==> config.mk <==
export PLATFORM = sky130hd
export DESIGN_NAME = hp_widen_conv
export DESIGN_NICKNAME = d
export VERILOG_FILES = /design/src/rtl/hpw_pkg.sv /design/src/rtl/hpw_elem_pick.sv /design/src/rtl/hpw_lane_cvt.sv /design/src/rtl/hp_widen_conv.sv
export SDC_FILE = /design/constraint.sdc
export NUM_CORES = 1
export LEC_CHECK = 0
export ABC_AREA = 1
export BUFFER_PORTS_ARGS = -buffer_cell sky130_fd_sc_hd__buf_2
export CAP_MARGIN = 20
export CELL_PAD_IN_SITES_DETAIL_PLACEMENT = 2
export CELL_PAD_IN_SITES_GLOBAL_PLACEMENT = 2
export CORE_MARGIN = 2
export CORE_UTILIZATION = 28
export DETAILED_ROUTE_END_ITERATION = 12
export PLACE_DENSITY = 0.87
export SYNTH_ARGS = -nofsm -noshare
export SYNTH_HDL_FRONTEND = slang
export SYNTH_SLANG_ARGS = --single-unit
==> constraint.sdc <==
create_clock -name clk -period 5.5 [get_ports clk]
set_input_delay 0.55 -clock clk [delete_from_list [all_inputs] [get_ports clk]]
set_output_delay 0.55 -clock clk [all_outputs]
set_load 0.005 [all_outputs]
==> src/rtl/hpw_pkg.sv <==
package hpw_pkg;

  typedef enum logic [1:0] {
    SEL_EVEN  = 2'd0,
    SEL_ODD   = 2'd1,
    SEL_BCAST = 2'd2,
    SEL_ALT   = 2'd3
  } sel_mode_e;

  localparam int HALF_W = 16;
  localparam int WORD_W = 32;

  // Exact bf16 -> fp32: bf16 is the upper half of an fp32 word
  function automatic logic [31:0] widen_bf16(input logic [15:0] h);
    return {h, 16'h0000};
  endfunction

  // Index of the most significant set bit of a nonzero 10-bit mantissa
  function automatic logic [3:0] top_one(input logic [9:0] m);
    logic [3:0] p;
    p = 4'd0;
    for (int i = 0; i < 10; i++) begin
      if (m[i]) p = 4'(i);
    end
    return p;
  endfunction

  // Exact binary16 -> fp32
  function automatic logic [31:0] widen_fp16(input logic [15:0] h);
    logic        s;
    logic [4:0]  e;
    logic [9:0]  m;
    logic [3:0]  p;
    logic [10:0] nm;
    logic [31:0] r;
    s = h[15];
    e = h[14:10];
    m = h[9:0];
    p = 4'd0;
    nm = 11'd0;
    if (e == 5'd0) begin
      if (m == 10'd0) begin
        r = {s, 31'd0};
      end else begin
        p  = top_one(m);
        nm = {1'b0, m} << (4'd10 - p);
        r  = {s, {4'd0, p} + 8'd103, nm[9:0], 13'd0};
      end
    end else if (e == 5'd31) begin
      r = {s, 8'hFF, m, 13'd0};
    end else begin
      r = {s, {3'd0, e} + 8'd112, m, 13'd0};
    end
    return r;
  endfunction

endpackage

==> src/rtl/hpw_elem_pick.sv <==
module hpw_elem_pick
  import hpw_pkg::*;
#(
  parameter int NLANE = 8,
  parameter int EW    = 16
) (
  input  logic [NLANE*2*EW-1:0] src,
  input  logic [1:0]            mode,
  input  logic                  wide,
  output logic [NLANE*EW-1:0]   elems,
  output logic [NLANE-1:0]      active
);
  localparam int NARROW = NLANE / 2;

  logic is_bcast;
  logic is_odd;
  assign is_bcast = (mode == SEL_BCAST);
  assign is_odd   = (mode == SEL_ODD);

  for (genvar k = 0; k < NLANE; k++) begin : g_lane
    logic [EW-1:0] lo_el, hi_el;
    assign lo_el = src[(2*k)*EW +: EW];
    assign hi_el = src[(2*k+1)*EW +: EW];
    assign elems[k*EW +: EW] = is_bcast ? src[EW-1:0] : (is_odd ? hi_el : lo_el);
    if (k < NARROW) begin : g_always
      assign active[k] = 1'b1;
    end else begin : g_upper
      assign active[k] = wide;
    end
  end
endmodule

==> src/rtl/hpw_lane_cvt.sv <==
module hpw_lane_cvt
  import hpw_pkg::*;
(
  input  logic [15:0] elem,
  input  logic        fmt_fp16,
  input  logic        active,
  output logic [31:0] word,
  output logic        subnorm_ev,
  output logic        special_ev
);
  logic [31:0] conv;

  assign subnorm_ev = fmt_fp16 && (elem[14:10] == 5'd0) && (elem[9:0] != 10'd0);
  assign special_ev = fmt_fp16 && (elem[14:10] == 5'd31);

  always_comb begin
    if (fmt_fp16) conv = widen_fp16(elem);
    else          conv = widen_bf16(elem);
  end

  assign word = active ? conv : 32'd0;
endmodule

==> src/rtl/hp_widen_conv.sv <==
module hp_widen_conv
  import hpw_pkg::*;
#(
  parameter int NLANE = 8
) (
  input  logic                   clk,
  input  logic                   rst_n,
  input  logic                   in_valid,
  input  logic [NLANE*32-1:0]    in_data,
  input  logic                   in_fmt,
  input  logic [1:0]             in_mode,
  input  logic                   in_wide,
  output logic                   out_valid,
  output logic [NLANE*32-1:0]    out_data
);
  localparam int DW     = NLANE * WORD_W;
  localparam int NARROW = NLANE / 2;

  logic [NLANE*HALF_W-1:0] elems;
  logic [NLANE-1:0]        active;
  logic [DW-1:0]           next_data;
  logic [NLANE-1:0]        subnorm_ev;
  logic [NLANE-1:0]        special_ev;

  hpw_elem_pick #(.NLANE(NLANE), .EW(HALF_W)) u_pick (
    .src    (in_data),
    .mode   (in_mode),
    .wide   (in_wide),
    .elems  (elems),
    .active (active)
  );

  for (genvar k = 0; k < NLANE; k++) begin : g_cvt
    hpw_lane_cvt u_cvt (
      .elem       (elems[k*HALF_W +: HALF_W]),
      .fmt_fp16   (in_fmt),
      .active     (active[k]),
      .word       (next_data[k*WORD_W +: WORD_W]),
      .subnorm_ev (subnorm_ev[k]),
      .special_ev (special_ev[k])
    );
  end

  always_ff @(posedge clk) begin
    if (!rst_n) begin
      out_valid <= 1'b0;
      out_data  <= '0;
    end else begin
      out_valid <= in_valid;
      if (in_valid) out_data <= next_data;
    end
  end


  lat_valid_chk: assert property (@(posedge clk) disable iff (!rst_n)
    in_valid |=> out_valid);

  lat_idle_chk: assert property (@(posedge clk) disable iff (!rst_n)
    !in_valid |=> !out_valid);

  narrow_upper_zero_chk: assert property (@(posedge clk) disable iff (!rst_n)
    (in_valid && !in_wide) |=> (out_data[DW-1:NARROW*WORD_W] == '0));

  bcast_equal_chk: assert property (@(posedge clk) disable iff (!rst_n)
    (in_valid && in_mode == SEL_BCAST) |=> (out_data[63:32] == out_data[31:0]));

  bf16_low_zero_chk: assert property (@(posedge clk) disable iff (!rst_n)
    (in_valid && !in_fmt) |=> (out_data[15:0] == 16'd0));

  fp16_rebias_chk: assert property (@(posedge clk) disable iff (!rst_n)
    (in_valid && in_fmt && in_mode == SEL_EVEN && in_data[14:10] != 5'd0
     && in_data[14:10] != 5'd31)
    |=> (out_data[30:23] == {3'd0, $past(in_data[14:10])} + 8'd112));

  fp16_special_chk: assert property (@(posedge clk) disable iff (!rst_n)
    (in_valid && special_ev[0]) |=> (out_data[30:23] == 8'hFF));

  fp16_subnorm_chk: assert property (@(posedge clk) disable iff (!rst_n)
    (in_valid && subnorm_ev[0]) |=> (out_data[30:23] != 8'd0 && out_data[30:23] < 8'd113));

  hold_chk: assert property (@(posedge clk) disable iff (!rst_n)
    !in_valid |=> $stable(out_data));
endmodule

* Word level (Yosys, flattened, before mapping)
Index checks and enable logic that the tools add are counted.
** Operators by class
- Add/subtract/negate cells :: 24
- $mul :: 0
- Div/mod/pow operators :: 0
- Order comparisons :: 0
- Eq/ne operators :: 10
- Shifts and indexed selects :: 8
- Muxes and demuxes :: 148
- Bitwise operators :: 0
- Reduce and logical (&&, ||, !) cells :: 16
** Operator list (count)
- 2-to-1 mux 31 bit :: 32
- 2-to-1 mux 16 bit :: 16
- 2-to-1 mux 4 bit :: 40
- 2-to-1 mux 32 bit :: 4
- 2-to-1 mux 3 bit :: 32
- logical NOT 10 bit :: 8
- left shift 10 x 4 -> 10 bit :: 8
- adder 4 x 7 -> 8 bit, second input constant :: 8
- adder 5 x 7 -> 8 bit, second input constant :: 8
- == test 5 bit, second input constant :: 8
- logical NOT 5 bit :: 8
- 2-to-1 mux 2 bit :: 16
- subtractor 4 bit, first input constant :: 8
- 2-to-1 mux 1 bit :: 8
- == test 2 x 1 -> 1 bit, second input constant :: 1
- == test 2 bit, second input constant :: 1
** Storage, ports and cells
- Register bits :: 257
- Bits in latches :: 0
- Bits in writable memories :: 0
- ROM bits :: 0
- Input bits :: 263
- Output and inout bits :: 257
- Logic and storage cells :: 208
- Memories :: 0

* Logic depth before layout (Yosys ltp)
- Depth in word-level cells :: 21
- Mapped depth :: 27
- Mapped depth without buffers :: 24

* By module
Synthesis repeated with hierarchy kept, for this count alone.
** Second synthesis, totals
- Cell total of the unflattened synthesis :: 4054
- Area total of the unflattened synthesis :: 22571.6 um2
** By module, submodules not included
- hp_widen_conv :: instances 1, cells an instance 1625, area each 10701.5 um2, sequential area each 5144.9 um2
- hpw_lane_cvt :: instances 8, cells an instance 203, area each 1054.8 um2, sequential area each 0.0 um2
- hpw_elem_pick :: instances 1, cells an instance 805, area each 3432.0 um2, sequential area each 0.0 um2

* Worst setup path before layout
No wires, ideal clock.
- Path kind :: in2reg
- From :: input in_mode[0]
- To :: register out_data[53]
- Library setup time :: 0.070 ns
- Data arrival time :: 3.319 ns
- Data required time :: 5.430 ns
- Setup slack :: 2.111 ns
- Stages on the path :: 21
- Buffers on the path :: 4
- Cell sequence :: buf_6 nand2_4 buf_12 buf_8 or2_0 a31oi_2 nand2_1 nand2_1 nand2_2 nand2_2 inv_1 ha_1 clkbuf_1 clkinv_1 nor3_2 nand3_1 nand2_1 nand3_1 nand2_1 nand2_1 a21oi_1
** Between the ends
- Word-level cells in the longest chain between the ends :: 20
- Elaborated cells between the ends (all ways) :: 24
- Those cells by class :: add/sub: 1; eq/ne: 2; shift: 1; mux: 18; reduce/logical: 2
** Ends and longest elaborated chain
- from (decl) :: RTL line hp_widen_conv.sv:11 : input logic [1:0] in_mode,
- == test 2 x 1 -> 1 bit :: RTL line hpw_elem_pick.sv:18 : assign is_odd = (mode == SEL_ODD);
- 2-to-1 mux 16 bit :: RTL line hpw_elem_pick.sv:24 : assign elems[k*EW +: EW] = is_bcast ? src[EW-1:0] : (is_odd ? hi_el : lo_el);
- 2-to-1 mux 16 bit (*) :: RTL line hpw_elem_pick.sv:24
- 2-to-1 mux 1 bit :: RTL line hpw_pkg.sv:23 : if (m[i]) p = 4'(i);
- 2-to-1 mux 2 bit (2 in a row) :: RTL line hpw_pkg.sv:23
- 2-to-1 mux 3 bit (4 in a row) :: RTL line hpw_pkg.sv:23
- 2-to-1 mux 4 bit (2 in a row) :: RTL line hpw_pkg.sv:23
- 2-to-1 mux 4 bit :: RTL line hpw_pkg.sv:42 : if (m == 10'd0) begin
- 2-to-1 mux 4 bit :: RTL line hpw_pkg.sv:41 : if (e == 5'd0) begin
- 2-to-1 mux 4 bit :: RTL line hpw_lane_cvt.sv:17 : if (fmt_fp16) conv = widen_fp16(elem);
- subtractor 4 bit :: RTL line hpw_pkg.sv:46 : nm = {1'b0, m} << (4'd10 - p);
- left shift 10 x 4 -> 10 bit :: RTL line hpw_pkg.sv:46
- 2-to-1 mux 31 bit :: RTL line hpw_pkg.sv:42
- 2-to-1 mux 31 bit :: RTL line hpw_pkg.sv:41
- 2-to-1 mux 31 bit (*) :: RTL line hpw_lane_cvt.sv:17
- to (signal assigned) :: RTL line hp_widen_conv.sv:50 : if (in_valid) out_data <= next_data;
- to (decl) :: RTL line hp_widen_conv.sv:14 : output logic [NLANE*32-1:0] out_data
Every way passes the cells marked *; elsewhere a longest branch is shown, timed or not. The select of a mux whose other input is x is not followed.
A chain may end at the register's enable or synchronous reset.

* Final worst setup path
- From :: input in_mode[0]
- To :: register out_data[213]
** Between the ends
- Word-level cells in the longest chain between the ends :: 21
- Elaborated cells between the ends (all ways) :: 25
- Those cells by class :: add/sub: 1; eq/ne: 2; shift: 1; mux: 19; reduce/logical: 2
** Ends and longest elaborated chain
- == test 2 x 1 -> 1 bit :: RTL line hpw_elem_pick.sv:18
- 2-to-1 mux 16 bit :: RTL line hpw_elem_pick.sv:24
- 2-to-1 mux 16 bit (*) :: RTL line hpw_elem_pick.sv:24
- 2-to-1 mux 1 bit :: RTL line hpw_pkg.sv:23
- 2-to-1 mux 2 bit (2 in a row) :: RTL line hpw_pkg.sv:23
- 2-to-1 mux 3 bit (4 in a row) :: RTL line hpw_pkg.sv:23
- 2-to-1 mux 4 bit (2 in a row) :: RTL line hpw_pkg.sv:23
- 2-to-1 mux 4 bit :: RTL line hpw_pkg.sv:42
- 2-to-1 mux 4 bit :: RTL line hpw_pkg.sv:41
- 2-to-1 mux 4 bit :: RTL line hpw_lane_cvt.sv:17
- subtractor 4 bit :: RTL line hpw_pkg.sv:46
- left shift 10 x 4 -> 10 bit :: RTL line hpw_pkg.sv:46
- 2-to-1 mux 31 bit :: RTL line hpw_pkg.sv:42
- 2-to-1 mux 31 bit :: RTL line hpw_pkg.sv:41
- 2-to-1 mux 31 bit (*) :: RTL line hpw_lane_cvt.sv:17
- 2-to-1 mux 32 bit (*) :: RTL line hpw_lane_cvt.sv:21 : assign word = active ? conv : 32'd0;
Marked as above.

==> metrics.md <==
| Metric | Value |
|---|---|
| First-pass GRT wire length | `128 mm` |
| Hold buffers post-CTS | `0` |
| Clock root buffer | `sky130_fd_sc_hd__clkbuf_16` |
| Routed vias/inst | `5.30` |
| Iteration-0 DRC count of the detailed router | `1,200` |
| Average detailed-routed wire length per instance | `23.6 um` |
| Post-synthesis sequential element count | `153` |
| Summed negative setup slack over all endpoints | `0 ns` |
| Gp weighted congestion | `0.976` |
| Critical path startpoint category | `input port` |
| Crit path DAT | `4.99 ns` |
| Placed insts | `3,668` |
| Total clock buffers created by CTS | `17` |
| Flop2flop setup slack | `4.68 ns` |
| Placed Instance Area | `17,700 um2` |
| Via count of the first global-routing pass | `20,800` |
| Clock skew after layout | `0 ns` |
| Standard cell core area | `55,100 um2` |
| Critical path class | `input port to register` |
| RSZ-0062 raised after global routing | `false` |
| Post-CTS setup buffers | `0` |
| Die Footprint | `57,500 um2` |
| Dominant synthesized flop cell | `sky130_fd_sc_hd__dfxtp_1` |
| Worst hold slack after final layout | `0.304 ns` |
| Fraction of layout instances using a drive strength above 1 | `0.232` |
| Die Wd | `240 um` |
| Largest net degree at the start of global routing | `97` |
| Area Growth Syn to Fin | `18.1%` |
| Maximum vdd ir drop | `273 uV` |
| Initial standard-cell utilization of the core | `0.283` |
| Worst Max-Slew Pin Slew | `1.11 ns` |
| Fmax | `0.216 GHz` |
| H-tree levels | `4` |
| Required time at the endpoint of the critical path | `5.86 ns` |
| Half-perimeter wire length of the detailed placement result | `68.5 mm` |
| Overall overflow remaining after global route | `0` |
| First-pass iteration count of the detailed router | `7` |
| Mapped Area | `15,600 um2` |
| Antenna Violating Nets Remaining | `0` |
| Highest-count cells in the layout ignoring fill and taps | `sky130_fd_sc_hd__nand2_1, sky130_fd_sc_hd__buf_2, sky130_fd_sc_hd__nand3_1` |
| Lkg Pwr | `9.03 nW` |
| Final std cell area, no fill | `18,400 um2` |
| Port buffer count | `415` |
| Number of vias after detailed routing | `19,600` |
| Die Span Y | `240 um` |
| Count of boundary I/O pins | `520` |
| Worst slew slack as a fraction of its limit | `0.262` |
| Final setup violation count | `0` |
| Total wire length after detailed routing | `87.5 mm` |
| Period minus WS final | `4.62 ns` |
| Row count | `86` |
| DRC errors left | `0` |
| Post-synth EDFFs | `0` |
| Synth area leaders | `sky130_fd_sc_hd__dfxtp_1, sky130_fd_sc_hd__nand2_1, sky130_fd_sc_hd__nand3_1` |
| Leading cell type in the layout, fill and taps excluded | `sky130_fd_sc_hd__nand2_1` |
| Final number of max-transition violations | `0` |
| Clock transition at path regs | `0.07 ns` |
| CTS tree | `built` |
| Post-synthesis cell type count | `65` |
| Count of placed standard cells in the final layout, fillers left out | `3,704` |
| Clock Latency Late Sink | `0.50 ns` |
| Async set-reset flop share out of synthesis | `0` |
| Place WS | `0.414 ns` |
| Power per cell area | `241 nW/um2` |
| Worst setup EP type | `register` |
| Largest buffer count on any clock path | `2` |
| Max capacitance violation total | `0` |
| Post-route clock period utilization | `0.840` |
| Post-synth top area share | `0.197` |
| Count of clock tree sinks | `153` |
| Cell type contributing the most total cell area after synthesis | `sky130_fd_sc_hd__dfxtp_1` |
| Post-Syn Area per Cell | `5.98 um2` |
| Number of cells produced by synthesis | `2,603` |
| Sequential cell area fraction in the yosys report | `0.197` |
| Final number of hold-violating endpoints | `0` |
| Layout Nets | `3,219` |
| Initial antenna violation count | `6` |
| Warning count from the yosys run | `0` |
| Run status | `finished, final reports clean` |
| Maximum fanout count along the critical path | `48` |
| Class of the worst hold path | `input port to register` |
| Overall routing resource usage | `0.296` |
| Gates resized, CTS repair | `0` |
| Slack of the critical path | `0.877 ns` |
[worst max-delay path, cell delays in order]
cell	delay [ns]
sky130_fd_sc_hd__buf_2	0.29
sky130_fd_sc_hd__inv_4	0.09
sky130_fd_sc_hd__nand2_8	0.20
sky130_fd_sc_hd__buf_4	0.57
sky130_fd_sc_hd__nand3_1	0.28
sky130_fd_sc_hd__nand2_1	0.33
sky130_fd_sc_hd__nand2_1	0.09
sky130_fd_sc_hd__nand2_1	0.07
sky130_fd_sc_hd__nand2_1	0.05
sky130_fd_sc_hd__nand2_1	0.09
sky130_fd_sc_hd__nand2_1	0.06
sky130_fd_sc_hd__nand2_1	0.10
sky130_fd_sc_hd__nand2_2	0.11
sky130_fd_sc_hd__nand2_2	0.22
sky130_fd_sc_hd__inv_1	0.10
sky130_fd_sc_hd__ha_1	0.52
sky130_fd_sc_hd__clkinv_1	0.34
sky130_fd_sc_hd__nor3_1	0.26
sky130_fd_sc_hd__nor2_1	0.07
sky130_fd_sc_hd__a21oi_1	0.18
sky130_fd_sc_hd__nand2_1	0.08
sky130_fd_sc_hd__nand2_1	0.07
sky130_fd_sc_hd__nand2_1	0.06
sky130_fd_sc_hd__nand2_1	0.06
sky130_fd_sc_hd__a21oi_1	0.05
[through the flow]
stage               power (mW)   util
finish                    4.44  0.334
floorplan                 2.46      -
detailed placement        3.09  0.322
CTS                       4.46  0.333
global placement          3.05  0.322
global route              4.69  0.334
[final cells by class]
type,instances,area [um2]
Clock buffer,23,488
Inverter,286,1090
Fill cell,6978,36700
Antenna cell,3,7.51
Tap cell,748,936
Timing Repair Buffer,450,2390
Clock inverter,9,136
Multi-Input combinational cell,2032,10300
Sequential cell,153,3060
[synth_stat cells (all sizes together), types with 24 or more instances]
cell type  count
dfxtp        153
inv          276
nand2        733
a31oi         40
clkbuf        69
nor2         139
o21ai        202
or2           79
buf          163
a21oi        257
o211ai        82
nor3          24
nand3        291
[flip-flops by register name, indices dropped and copies added (netlist names)]
signal	cells
out_valid	1
out_data	152
[layer usage]
metal	global-route usage	vias up	routed length, um
met2	0.515	607	42700
met4	0.123	4	3370
met1	0.360	9800	37100
met5	0	-	23
li1	-	9056	-
met3	0.0486	150	4330
[final timing paths]
| path | start | to | cells past startpoint |
|---|---|---|---|
| worst min register to register | out_data[19] | out_data[19] | 2 |
| worst max register to register | out_data[61] | out_data[61] | 2 |
| worst max-delay path | in_mode[0] | out_data[213] | 25 |
| worst min-delay path | in_data[31] | out_data[31] | 3 |
[logic make-up (layout without fill, tap and decap cells)]
group	after synthesis	count (layout)	share of synthesized area
AOI/OAI and AO/OA	605	605	0.231
other	1	107	0.000241
adders and majority gates	16	16	0.0129
and+or+nand+nor	1293	1293	0.377
DFF	153	153	0.197
xor gates and xnor gates	14	14	0.0129
buffers and inverters	521	768	0.170
[power by group]
group / leakage (nW) / switching [mW] / internal [mW]
Sequential: 1.26 / 0.0504 / 1.18
Clock: 0.300 / 0.578 / 0.764
Combinational: 7.47 / 1.31 / 0.565
Total: 9.03 / 1.94 / 2.51
No activity file was read; power rests on OpenSTA's default activity.
